[src/rtl/fp_pkg.sv]
package fp_pkg;
  typedef enum logic [3:0] {
    WM_PLAIN, WM_ONE_CLR, WM_ONE_SET, WM_ONE_TGL,
    WM_ZERO_CLR, WM_ZERO_SET, WM_ZERO_TGL, WM_CLR_ALL, WM_SET_ALL
  } wmode_e;

  typedef enum logic [1:0] {RA_NONE, RA_CLEAR, RA_SET} ract_e;

  typedef enum logic [2:0] {AC_RW, AC_RO, AC_WO, AC_W1, AC_RW1} access_e;

  function automatic bit acc_readable(access_e a);
    return (a == AC_RW) || (a == AC_RO) || (a == AC_RW1);
  endfunction

  function automatic bit acc_writable(access_e a);
    return a != AC_RO;
  endfunction

  function automatic bit acc_once(access_e a);
    return (a == AC_W1) || (a == AC_RW1);
  endfunction
endpackage

[src/rtl/fp_write_mod.sv]
module fp_write_mod
  import fp_pkg::*;
#(
  parameter int     WIDTH = 8,
  parameter wmode_e WMODE = WM_PLAIN
) (
  input  logic [WIDTH-1:0] old_i,
  input  logic [WIDTH-1:0] wdata_i,
  output logic [WIDTH-1:0] new_o
);
  if (WMODE == WM_ONE_CLR) begin : g_one_clr
    assign new_o = old_i & ~wdata_i;
  end else if (WMODE == WM_ONE_SET) begin : g_one_set
    assign new_o = old_i | wdata_i;
  end else if (WMODE == WM_ONE_TGL) begin : g_one_tgl
    assign new_o = old_i ^ wdata_i;
  end else if (WMODE == WM_ZERO_CLR) begin : g_zero_clr
    assign new_o = old_i & wdata_i;
  end else if (WMODE == WM_ZERO_SET) begin : g_zero_set
    assign new_o = old_i | ~wdata_i;
  end else if (WMODE == WM_ZERO_TGL) begin : g_zero_tgl
    assign new_o = old_i ^ ~wdata_i;
  end else if (WMODE == WM_CLR_ALL) begin : g_clr_all
    assign new_o = '0;
  end else if (WMODE == WM_SET_ALL) begin : g_set_all
    assign new_o = '1;
  end else begin : g_plain
    assign new_o = wdata_i;
  end
endmodule

[src/rtl/fp_read_act.sv]
module fp_read_act
  import fp_pkg::*;
#(
  parameter int    WIDTH = 8,
  parameter ract_e RACT  = RA_NONE
) (
  input  logic [WIDTH-1:0] cur_i,
  output logic [WIDTH-1:0] nxt_o
);
  if (RACT == RA_CLEAR) begin : g_clear
    assign nxt_o = '0;
  end else if (RACT == RA_SET) begin : g_set
    assign nxt_o = '1;
  end else begin : g_none
    assign nxt_o = cur_i;
  end
endmodule

[src/rtl/fp_write_gate.sv]
module fp_write_gate
  import fp_pkg::*;
#(
  parameter int               WIDTH    = 8,
  parameter access_e          ACCESS   = AC_RW,
  parameter bit               RANGE_EN = 1'b0,
  parameter logic [WIDTH-1:0] MIN_VAL  = 8'h01,
  parameter logic [WIDTH-1:0] MAX_VAL  = 8'hFE
) (
  input  logic             clk_i,
  input  logic             rst_ni,
  input  logic             wr_fire_i,
  input  logic [WIDTH-1:0] wdata_i,
  output logic             accept_o,
  output logic             err_o
);
  localparam bit WRITABLE = acc_writable(ACCESS);
  localparam bit ONCE     = acc_once(ACCESS);

  logic range_ok, used_q, reject, err_q;

  if (RANGE_EN) begin : g_range
    assign range_ok = (wdata_i >= MIN_VAL) && (wdata_i <= MAX_VAL);
  end else begin : g_no_range
    assign range_ok = 1'b1;
  end

  assign accept_o = wr_fire_i && WRITABLE && range_ok && !used_q;
  assign reject   = wr_fire_i && WRITABLE && (!range_ok || used_q);

  if (ONCE) begin : g_lock
    // lock is spent only by a write that was actually taken
    always_ff @(posedge clk_i or negedge rst_ni) begin
      if (!rst_ni)       used_q <= 1'b0;
      else if (accept_o) used_q <= 1'b1;
    end

    a_r7_lock_rejects: assert property (@(posedge clk_i) disable iff (!rst_ni)
      (wr_fire_i && used_q) |=> (err_o && $stable(used_q)));
  end else begin : g_no_lock
    assign used_q = 1'b0;
  end

  always_ff @(posedge clk_i or negedge rst_ni) begin
    if (!rst_ni) err_q <= 1'b0;
    else         err_q <= reject;
  end
  assign err_o = err_q;
endmodule

[src/rtl/field_policy_reg.sv]
module field_policy_reg
  import fp_pkg::*;
#(
  parameter int               WIDTH    = 8,
  parameter logic [WIDTH-1:0] RST_VAL  = '0,
  parameter logic [WIDTH-1:0] RST_MASK = '1,
  parameter wmode_e           WMODE    = WM_PLAIN,
  parameter ract_e            RACT     = RA_NONE,
  parameter access_e          ACCESS   = AC_RW,
  parameter bit               RANGE_EN = 1'b0,
  parameter logic [WIDTH-1:0] MIN_VAL  = 8'h01,
  parameter logic [WIDTH-1:0] MAX_VAL  = 8'hFE
) (
  input  logic             clk_i,
  input  logic             rst_ni,
  input  logic             hit_i,
  input  logic             wr_i,
  input  logic             rd_i,
  input  logic [WIDTH-1:0] wdata_i,
  input  logic [WIDTH-1:0] hw_set_i,
  input  logic [WIDTH-1:0] hw_clr_i,
  output logic [WIDTH-1:0] rdata_o,
  output logic [WIDTH-1:0] q_o,
  output logic             err_o
);
  localparam logic [WIDTH-1:0] RST_Q = RST_VAL & RST_MASK; // undefined bits load 0
  localparam bit READABLE = acc_readable(ACCESS);
  localparam bit HAS_RACT = (RACT != RA_NONE);

  logic             wr_fire, rd_fire, accept;
  logic [WIDTH-1:0] q_q, wm_val, ra_val, base, nxt;

  assign wr_fire = hit_i && wr_i;
  assign rd_fire = hit_i && rd_i;

  fp_write_gate #(
    .WIDTH(WIDTH), .ACCESS(ACCESS), .RANGE_EN(RANGE_EN),
    .MIN_VAL(MIN_VAL), .MAX_VAL(MAX_VAL)
  ) u_gate (
    .clk_i, .rst_ni, .wr_fire_i(wr_fire), .wdata_i,
    .accept_o(accept), .err_o
  );

  fp_write_mod #(.WIDTH(WIDTH), .WMODE(WMODE)) u_wmod (
    .old_i(q_q), .wdata_i, .new_o(wm_val)
  );

  fp_read_act #(.WIDTH(WIDTH), .RACT(RACT)) u_ract (
    .cur_i(q_q), .nxt_o(ra_val)
  );

  // bus write beats read side effect; hw set beats every clear
  always_comb begin
    if (accept)                                base = wm_val;
    else if (rd_fire && READABLE && HAS_RACT)  base = ra_val;
    else                                       base = q_q;
    nxt = (base & ~hw_clr_i) | hw_set_i;
  end

  always_ff @(posedge clk_i or negedge rst_ni) begin
    if (!rst_ni) q_q <= RST_Q;
    else         q_q <= nxt;
  end

  assign q_o     = q_q;
  assign rdata_o = READABLE ? q_q : '0;

  a_r12_hw_set_wins: assert property (@(posedge clk_i) disable iff (!rst_ni)
    (|hw_set_i) |=> ((q_q & $past(hw_set_i)) == $past(hw_set_i)));

  a_r13_err_needs_write: assert property (@(posedge clk_i) disable iff (!rst_ni)
    err_o |-> $past(wr_fire));

  if (ACCESS == AC_RO) begin : g_chk_ro
    a_r9_ro_no_change: assert property (@(posedge clk_i) disable iff (!rst_ni)
      (wr_fire && !rd_fire && hw_set_i == '0 && hw_clr_i == '0) |=> ($stable(q_q) && !err_o));
  end

  if (RANGE_EN) begin : g_chk_range
    a_r11_out_of_range: assert property (@(posedge clk_i) disable iff (!rst_ni)
      (wr_fire && !rd_fire && hw_set_i == '0 && hw_clr_i == '0 &&
       (wdata_i < MIN_VAL || wdata_i > MAX_VAL)) |=> ($stable(q_q) && err_o));
  end

  if (RACT == RA_CLEAR && READABLE) begin : g_chk_rclr
    a_r5_read_clears: assert property (@(posedge clk_i) disable iff (!rst_ni)
      (rd_fire && !wr_fire && hw_set_i == '0) |=> (q_q == '0));
  end

  if (RACT == RA_NONE) begin : g_chk_rnone
    a_r6_read_keeps: assert property (@(posedge clk_i) disable iff (!rst_ni)
      (rd_fire && !wr_fire && hw_set_i == '0 && hw_clr_i == '0) |=> $stable(q_q));
  end
endmodule

[config.mk]
export PLATFORM = sky130hd
export DESIGN_NAME = field_policy_reg
export DESIGN_NICKNAME = d
export VERILOG_FILES = /design/src/rtl/fp_pkg.sv /design/src/rtl/fp_write_mod.sv /design/src/rtl/fp_read_act.sv /design/src/rtl/fp_write_gate.sv /design/src/rtl/field_policy_reg.sv
export SDC_FILE = /design/constraint.sdc
export NUM_CORES = 1
export LEC_CHECK = 0
export ABC_AREA = 0
export BUFFER_PORTS_ARGS = -buffer_cell sky130_fd_sc_hd__buf_2
export CORE_MARGIN = 5
export CORE_UTILIZATION = 38
export DETAILED_ROUTE_END_ITERATION = 10
export GPL_ROUTABILITY_DRIVEN = 0
export GPL_TIMING_DRIVEN = 0
export PLACE_DENSITY_LB_ADDON = 0.1
export SYNTH_ARGS = -nofsm -noshare
export SYNTH_HDL_FRONTEND = slang
export SYNTH_HIERARCHICAL = 1
export SYNTH_SLANG_ARGS = --single-unit
[constraint.sdc]
create_clock -name clk_i -period 2.02 [get_ports clk_i]
set_input_delay 0.202 -clock clk_i [delete_from_list [all_inputs] [get_ports clk_i]]
set_output_delay 0.202 -clock clk_i [all_outputs]
set_load 0.005 [all_outputs]
==> out/qor.yml, run 1 <==
start_util: 0.392
drt_iter0_markers: 0
layout.nets: 115
critPathKind: "register to output port"
path_depth: 2
synth_fp_nets: 74
synth_area_leaders: "dfrtp_1, buf_4, mux2i_1, o21bai_1, buf_6"
portBuffers: 35
synth_compound_area_frac: 0.121
final_common_cell: "buf_2"
outcome: "complete, no violations"
regToRegEndpoint: "q_o[6]$_DFF_PN0_"
slowest_stage: "dfrtp_1"
h-tree-depth: 1
hold_slack_ns: 0.127
critPathBufInv: 2
p_leak_nw: 0.389
setup_viol: 0
crit_required_ns: 1.82
post_cts_buffers: 0
grt_pass1_wl_mm: 1.55
area_growth_pct: 45.6
netlist_area_um2: 497
dp_hpwl_um: 907
drc: 0
grt_max_degree: 9
cts.path.max_buffers: 2
pin_count: 46
fin_crit_ns: 1.09
drt-pass1-iter-count: 1
synthMuxAreaShare: 0.161
postRouteAntennaNets: 0
post_drt_wl_per_cell_um: 10.5
core_um2: 1270
slew_viol_final: 0
r2r-start: "q_o[6]$_DFF_PN0_"
finalWorstSetupSlack_ns: 0.930
layout_common_cells: "buf_2, buf_4, mux2i_1, o21bai_1, dfrtp_1"
cp.arrival_ns: 0.89
reg2regPathDepth: 2
syn_inst: 45
synth_largest_area_cell: "dfrtp_1"
grt.total_usage: 0.109
maxCapViolations: 0
die_w_um: 46.2
hold_class: "input pin to register"
ys_seq_area_frac: 0.403
cts-root-buf: "clkbuf_4"
yosys.area_share.simple: 0.0126
wirelength_mm: 1.04
critPathTopFamily: "flip-flops"
avgSynthCellArea_um2: 11.0
fin_setup_tns_ns: 0
clk_pin_slew_ns: 0.05
synth_fa_ha_area_frac: 0
first_global_vias: 385
grt_overflow_total: 0
synth_top_family_by_area: "buffers and inverters"
antenna_found_initial: 0
cts_sinks: 8
synth_top_area_share: 0.403
largest_reg_flops: 8
final_layout_size_suffix_gt1_frac: 0.679
num_rows: 13
power.density_nw_per_um2: 560
crit_path_start_kind: "register"
n_antenna_cell: 0
skew_ns: 0
min_period_over_period: 0.540
synth-xor-area-share: 0
r2r_slack_ns: 1.29
num_vias: 405
synth.distinct_cells: 7
hold_viol: 0
endpoint: "rdata_o[4]"
viasPerCell: 4.09
cts_tree: "yes"
critPathMaxStageDelay_ns: 0.39
ir_drop_mv: 0.317
die_area_um2: 2130
cp-startpoint: "q_o[4]$_DFF_PN0_"
fillers: 128
end_kind: "output port"
clk_latency_ns: 0.25
yosysWarningCount: 6
post-place-ws_ns: 0.952
cts_buffers: 3
fmax_mhz: 917
crit_fanout: 3
ys_ff_latch: 8
die_y_um: 46.2
rsz0062_at_grt: "false"
crit_chain: "buf_4 > buf_2"
==> worst min-delay path by stage <==
stage | to | startpoint | depth (start not counted)
after floorplan | q_o[0]$_DFF_PN0_ | rst_ni | 0
after global placement | q_o[2]$_DFF_PN0_ | rst_ni | 1
after detailed placement | q_o[2]$_DFF_PN0_ | rst_ni | 1
after CTS | q_o[5]$_DFF_PN0_ | hw_clr_i[5] | 2
after global routing | q_o[4]$_DFF_PN0_ | hw_clr_i[4] | 2
final | q_o[5]$_DFF_PN0_ | hw_clr_i[5] | 2
==> metal layers <==
metal	global-route usage	up-vias	wire [µm]
met5	0	-	0
met4	0.0511	0	0
met3	0.0547	0	142
met2	0.192	23	552
met1	0.103	172	347
li1	-	210	-
==> where the power goes <==
group | internal (mW) | switching [mW]
Sequential | 0.172 | 0.00813
Clock | 0.0678 | 0.0515
Combinational | 0.0710 | 0.0339
==> cell type report <==
| cell class | instances | area (µm²) | share of cell area |
|---|---|---|---|
| tap | 15 | 18.8 | 0.0260 |
| sequential | 8 | 200 | 0.277 |
| multi-input combinational | 18 | 150 | 0.208 |
| timing repair buffer | 36 | 185 | 0.256 |
| buffer | 19 | 146 | 0.202 |
| clock buffer | 3 | 22.5 | 0.0311 |
==> timing repair <==
action	CTS	global route
resized for setup	0	0
hold buffers	1	0
endpoints found under the hold margin	8	0
==> cell families after synthesis <==
logic type / count (synthesis)
AO/OA/AOI/OAI: 8
buffers and inverters: 19
flip-flops: 8
multiplexers: 8
other: 1
AND/OR/NAND/NOR: 1
==> stage by stage <==
step                       util  instance area [µm²]  cells  total power [mW]
final                     0.570                  723     99             0.405
after global routing      0.570                  723     99             0.438
after CTS                 0.570                  723     99             0.418
after detailed placement  0.544                  691     95             0.289
after global placement    0.544                  691     95             0.287
after floorplan               -                  497     45             0.242
==> synth_stat cells <==
| library cell | count |
|---|---|
| buf_6 | 1 |
| dfrtp_1 | 8 |
| mux2i_1 | 8 |
| o21bai_1 | 8 |
| conb_1 | 1 |
| and2_1 | 1 |
| buf_4 | 18 |
Note: power is estimated with default switching activity, not from simulation.
==> run 2, diff against run 1 <==
Settings changed: ABC_AREA 0 to 1, CORE_ASPECT_RATIO from default to 1.25, CORE_UTILIZATION 38 to 35.
Clock period 2.02 ns to 1 ns, I/O delays scaled along.
==> out/qor.yml, run 2 <==
dp_hpwl_mm: 1.08  # was 907 µm
die_area_um2: 2730  # was 2130 µm²
antenna_found_initial: 0  # unchanged
fillers: 195  # was 128
min_from: "hw_set_i[0]"  # was hw_clr_i[5]
fin_setup_tns_ns: 0  # unchanged
p_leak_nw: 0.535  # was 0.389 nW
critPathMaxStageDelay_ns: 0.40  # was 0.39 ns
netlist_area_um2: 624  # was 497 µm²
skew_ns: 0  # unchanged
die_y_um: 57.2  # was 46.2 µm
num_vias: 567  # was 405
cts-root-buf: "clkbuf_4"  # unchanged
final_common_cell: "buf_2"  # unchanged
hold_slack_ns: 0.0317  # was 0.127 ns
hold_viol: 0  # unchanged
synthTopCellsByCount: "nand2_1, inv_1, buf_4"  # was buf_4, dfrtp_1, mux2i_1, o21bai_1
min_period_over_period: 0.891
post-place-ws_ns: 0.0815  # was 0.952 ns
synth_largest_area_cell: "dfrtp_1"  # unchanged
synth.most_common_cell: "nand2_1"  # was buf_4
crit_required_ns: 0.90  # was 1.82 ns
outcome: "complete, no violations"  # unchanged
fmax_mhz: 1120
final_layout_size_suffix_gt1_frac: 0.481  # was 0.679
n_antenna_cell: 0  # unchanged
avgSynthCellArea_um2: 6.57  # was 11.0 µm²
end_kind: "output port"  # unchanged
final_util: 0.479  # was 0.570
ir_drop_mv: 0.547  # was 0.317 mV
syn_inst: 95  # was 45
ys.flop_type: "dfrtp_1"  # unchanged
fin_cells: 148  # was 99
largest_reg_flops: 8  # unchanged
synth_fp_nets: 124  # was 74
grt.total_usage: 0.118  # was 0.109
setup_viol: 0  # unchanged
num_rows: 17  # was 13
place_area_um2: 823  # was 691 µm²
crit_fanout: 3  # unchanged
area_growth_pct: 32.1  # was 45.6%
slew_viol_final: 0  # unchanged
rsz0062_at_grt: "false"  # unchanged
yosysWarningCount: 6  # unchanged
hold_class: "input pin to register"  # unchanged
clk_pin_slew_ns: 0.05  # about the same
wirelength_mm: 1.27  # was 1.04 mm
synth_top_area_share: 0.321  # was 0.403
cp.arrival_ns: 0.79  # was 0.89 ns
core_um2: 1720  # was 1270 µm²
layout_common_cells: "buf_2, nand2_1, inv_1"  # was buf_2, buf_4, mux2i_1, o21bai_1, dfrtp_1
h-tree-depth: 1  # unchanged
cts_buffers: 3  # unchanged
drt_iter0_markers: 6  # was 0
finalWorstSetupSlack_ns: 0.109  # was 0.930 ns
synth_edf_count: 0  # unchanged
grt_overflow_total: 0  # unchanged
drc: 0  # unchanged
critPathKind: "register to output port"  # unchanged
fin_total_pwr_mw: 0.837  # was 0.405 mW
layout.nets: 160  # was 115
drt-pass1-iter-count: 2  # was 1
maxCapViolations: 0  # unchanged
critPathTopFamily: "flip-flops"  # unchanged
portBuffers: 35  # unchanged
postRouteAntennaNets: 0  # unchanged
synth.distinct_cells: 11  # was 7
fin_area_um2: 825  # was 723 µm²
post_drt_wl_per_cell_um: 8.55  # was 10.5 µm
grt_pass1_wl_mm: 2.33  # was 1.55 mm
fin_crit_ns: 0.891
cts_sinks: 8  # unchanged
placed_cells: 149  # was 95
die_w_um: 47.8  # was 46.2 µm
clk_latency_ns: 0.25  # about the same
grt_max_degree: 10  # was 9
slowest_stage: "dfrtp_1"  # unchanged
synth_area_leaders: "dfrtp_1, buf_4, nand2_1, inv_1, nand3_1"  # was dfrtp_1, buf_4, mux2i_1, o21bai_1, buf_6
r2r-start: "q_o[6]$_DFF_PN0_"  # unchanged
cts_tree: "yes"  # unchanged
cts.path.max_buffers: 2  # unchanged
critPathBufInv: 1  # was 2
crit_path_start_kind: "register"  # unchanged
first_global_vias: 603  # was 385
cp-startpoint: "q_o[7]$_DFF_PN0_"  # was q_o[4]$_DFF_PN0_
async_reset_ff_frac: 1.00  # unchanged
crit_chain: "buf_2"  # was buf_4 > buf_2
ys_ff_latch: 8  # unchanged
power.density_nw_per_um2: 1020  # was 560 nW/µm²
viasPerCell: 3.83  # was 4.09
pin_count: 46  # unchanged
start_util: 0.362  # was 0.392
ys_seq_area_frac: 0.321  # was 0.403
[run 2: cell count changes in the layout (fill, tap and decap cells not counted)]
cell	change
inv_2	+6
o21bai_1	-8
clkinv_1	+8
nand2_1	+22
buf_4	-5
mux2i_1	-8
buf_6	+1
inv_6	+1
nand2_2	+3
inv_1	+19
and2_1	-1
buf_2	-1
nand3_1	+8
[run 2: kinds of logic after synthesis]
group,share of synthesized area
flip-flops,0.321
other,0.00601
AND/OR/NAND/NOR,0.226
buffers and inverters,0.447
[run 2: cell type report]
| type | count | area [µm²] | share of cell area |
|---|---|---|---|
| inverter | 34 | 133 | 0.161 |
| clock buffer | 3 | 22.5 | 0.0273 |
| tap | 19 | 23.8 | 0.0288 |
| multi-input combinational | 34 | 145 | 0.176 |
| timing repair buffer | 39 | 214 | 0.259 |
| buffer | 11 | 86.3 | 0.105 |
| sequential | 8 | 200 | 0.243 |
[run 2: repair_timing]
item | CTS | global route
gates resized for setup | 0 | 1
hold endpoints to repair | 8 | 0
hold buffers | 1 | 0
setup buffers | 2 | 1
endpoints found under the setup margin | 4 | 6
[run 2: worst paths after layout]
kind | endpoint | slack [ns] | cells past startpoint
setup / recovery | rdata_o[7] | 0.11 | 1
hold / removal | q_o[0]$_DFF_PN0_ | 0.03 | 3
max in group asynchronous | q_o[1]$_DFF_PN0_ | 0.60 | 2
setup reg to reg | q_o[6]$_DFF_PN0_ | 0.18 | 5
hold reg to reg | q_o[4]$_DFF_PN0_ | 0.59 | 4
min in group asynchronous | q_o[3]$_DFF_PN0_ | 0.22 | 2
[run 2: power breakdown]
group          internal [mW]  switching [mW]
logic                  0.136           0.101
registers              0.348          0.0180
clock network          0.137          0.0979
total                  0.621           0.217
[run 2: metal layers]
layer | track usage | up-vias | part of all wire
met4 | 0.0692 | 0 | 0.017
met3 | 0.0315 | 2 | 0.11
li1 | - | 310 | -
met2 | 0.193 | 23 | 0.53
met1 | 0.129 | 232 | 0.34
met5 | 0 | - | 0
==> run 3, diff against run 2 <==
Settings changed: CORE_ASPECT_RATIO 1.25 to default.
==> out/qor.yml, run 3 (synthesis results as in run 2) <==
largest_reg_flops: 8  # unchanged
outcome: "complete, no violations"  # unchanged
cts_sinks: 8  # unchanged
placed_cells: 155  # was 149
min_period_over_period: 0.889  # was 0.891
hold_class: "input pin to register"  # unchanged
h-tree-depth: 1  # unchanged
first_global_vias: 497  # was 603
layout_common_cells: "buf_2, nand2_1, inv_1"  # unchanged
grt.total_usage: 0.102  # was 0.118
fmax_mhz: 1130  # was 1120 MHz
area_growth_pct: 32.1  # unchanged
p_leak_nw: 0.531  # was 0.535 nW
grt_overflow_total: 0  # unchanged
setup_viol: 0  # unchanged
hold_viol: 0  # unchanged
dp_hpwl_mm: 1.10  # was 1.08 mm
cts-root-buf: "clkbuf_4"  # unchanged
wirelength_mm: 1.32  # was 1.27 mm
maxCapViolations: 0  # unchanged
fin_cells: 153  # was 148
drt-pass1-iter-count: 4  # was 2
cp.arrival_ns: 0.79  # about the same
clk_latency_ns: 0.24  # was 0.25 ns
fin_setup_tns_ns: 0  # unchanged
layout.nets: 159  # was 160
critPathKind: "register to output port"  # unchanged
start_util: 0.366  # was 0.362
crit_required_ns: 0.90  # about the same
cts_tree: "yes"  # unchanged
num_rows: 15  # was 17
viasPerCell: 3.63  # was 3.83
slew_viol_final: 0  # unchanged
slowest_stage: "dfrtp_1"  # unchanged
portBuffers: 35  # unchanged
cts_buffers: 3  # unchanged
die_w_um: 52.2  # was 47.8 µm
antenna_found_initial: 0  # unchanged
fin_area_um2: 825  # unchanged
skew_ns: 0  # unchanged
die_y_um: 52.2  # was 57.2 µm
use_met3: 0.0313  # was 0.0315
final_layout_size_suffix_gt1_frac: 0.477  # was 0.481
core_um2: 1710  # was 1720 µm²
rsz0062_at_grt: "false"  # unchanged
cts.path.max_buffers: 2  # unchanged
crit_path_start_kind: "register"  # unchanged
hold_slack_ns: 0.0340  # was 0.0317 ns
critPathMaxStageDelay_ns: 0.40  # about the same
crit_fanout: 3  # unchanged
place_area_um2: 831  # was 823 µm²
critPathTopFamily: "flip-flops"  # unchanged
drt_iter0_markers: 2  # was 6
n_antenna_cell: 0  # unchanged
clk_pin_slew_ns: 0.05  # about the same
crit_chain: "buf_2"  # unchanged
post_drt_wl_per_cell_um: 8.65  # was 8.55 µm
grtUsageMet2: 0.167  # was 0.193
final_common_cell: "buf_2"  # unchanged
grt_max_degree: 10  # unchanged
critPathBufInv: 1  # unchanged
ir_drop_mv: 0.552  # was 0.547 mV
postRouteAntennaNets: 0  # unchanged
fin_total_pwr_mw: 0.839  # was 0.837 mW
drc: 0  # unchanged
die_area_um2: 2730  # about the same
fin_crit_ns: 0.889  # was 0.891 ns
pin_count: 46  # unchanged
end_kind: "output port"  # unchanged
grt_pass1_wl_mm: 2.04  # was 2.33 mm
num_vias: 555  # was 567
top_usage_layer: "met2"  # unchanged
grtUsageMet1: 0.114  # was 0.129
power.density_nw_per_um2: 1020  # about the same
run 3: final timing paths:
check	startpoint	endpoint	slack [ns]	cells past startpoint
max reg2reg	q_o[1]$_DFF_PN0_	q_o[1]$_DFF_PN0_	0.16	5
max in group asynchronous	rst_ni	q_o[2]$_DFF_PN0_	0.61	2
max	q_o[7]$_DFF_PN0_	q_o[7]	0.11	1
min reg2reg	q_o[0]$_DFF_PN0_	q_o[0]$_DFF_PN0_	0.59	4
min in group asynchronous	rst_ni	q_o[6]$_DFF_PN0_	0.23	2
min	hw_set_i[2]	q_o[2]$_DFF_PN0_	0.03	3
run 3: power breakdown:
part	switching (mW)	internal [mW]
Sequential	0.0189	0.348
Clock	0.102	0.137
Combinational	0.101	0.133
run 3: cell type report:
cell class                      instances  area [µm²]
Timing Repair Buffer                   38         206
Buffer                                 11        86.3
Multi-Input combinational cell         34         145
Tap cell                               25        31.3
Inverter                               34         133
Sequential cell                         8         200
Fill cell                             199         883
Clock buffer                            3        22.5
run 3: through the flow:
stage	setup slack [ns]	utilization
3_5_place_dp	0.0576	0.486
3_3_place_gp	0.0887	0.486
2_1_floorplan	0.259	-
6_report	0.111	0.483
5_1_grt	0.0546	0.483
4_1_cts	0.00118	0.501
run 3: layer usage:
metal	wire (µm)	vias to the layer above
li1	-	308
met1	510	223
met2	676	22
met3	120	2
met4	17	0
met5	0	-
run 3: timing repair:
| item | CTS | global route |
|---|---|---|
| pin swaps | 0 | 0 |
| endpoints found under the setup margin | 5 | 5 |
| setup buffers | 2 | 0 |
| hold buffers | 1 | 0 |
| endpoints found under the hold margin | 8 | 0 |
| gates resized for setup | 0 | 1 |
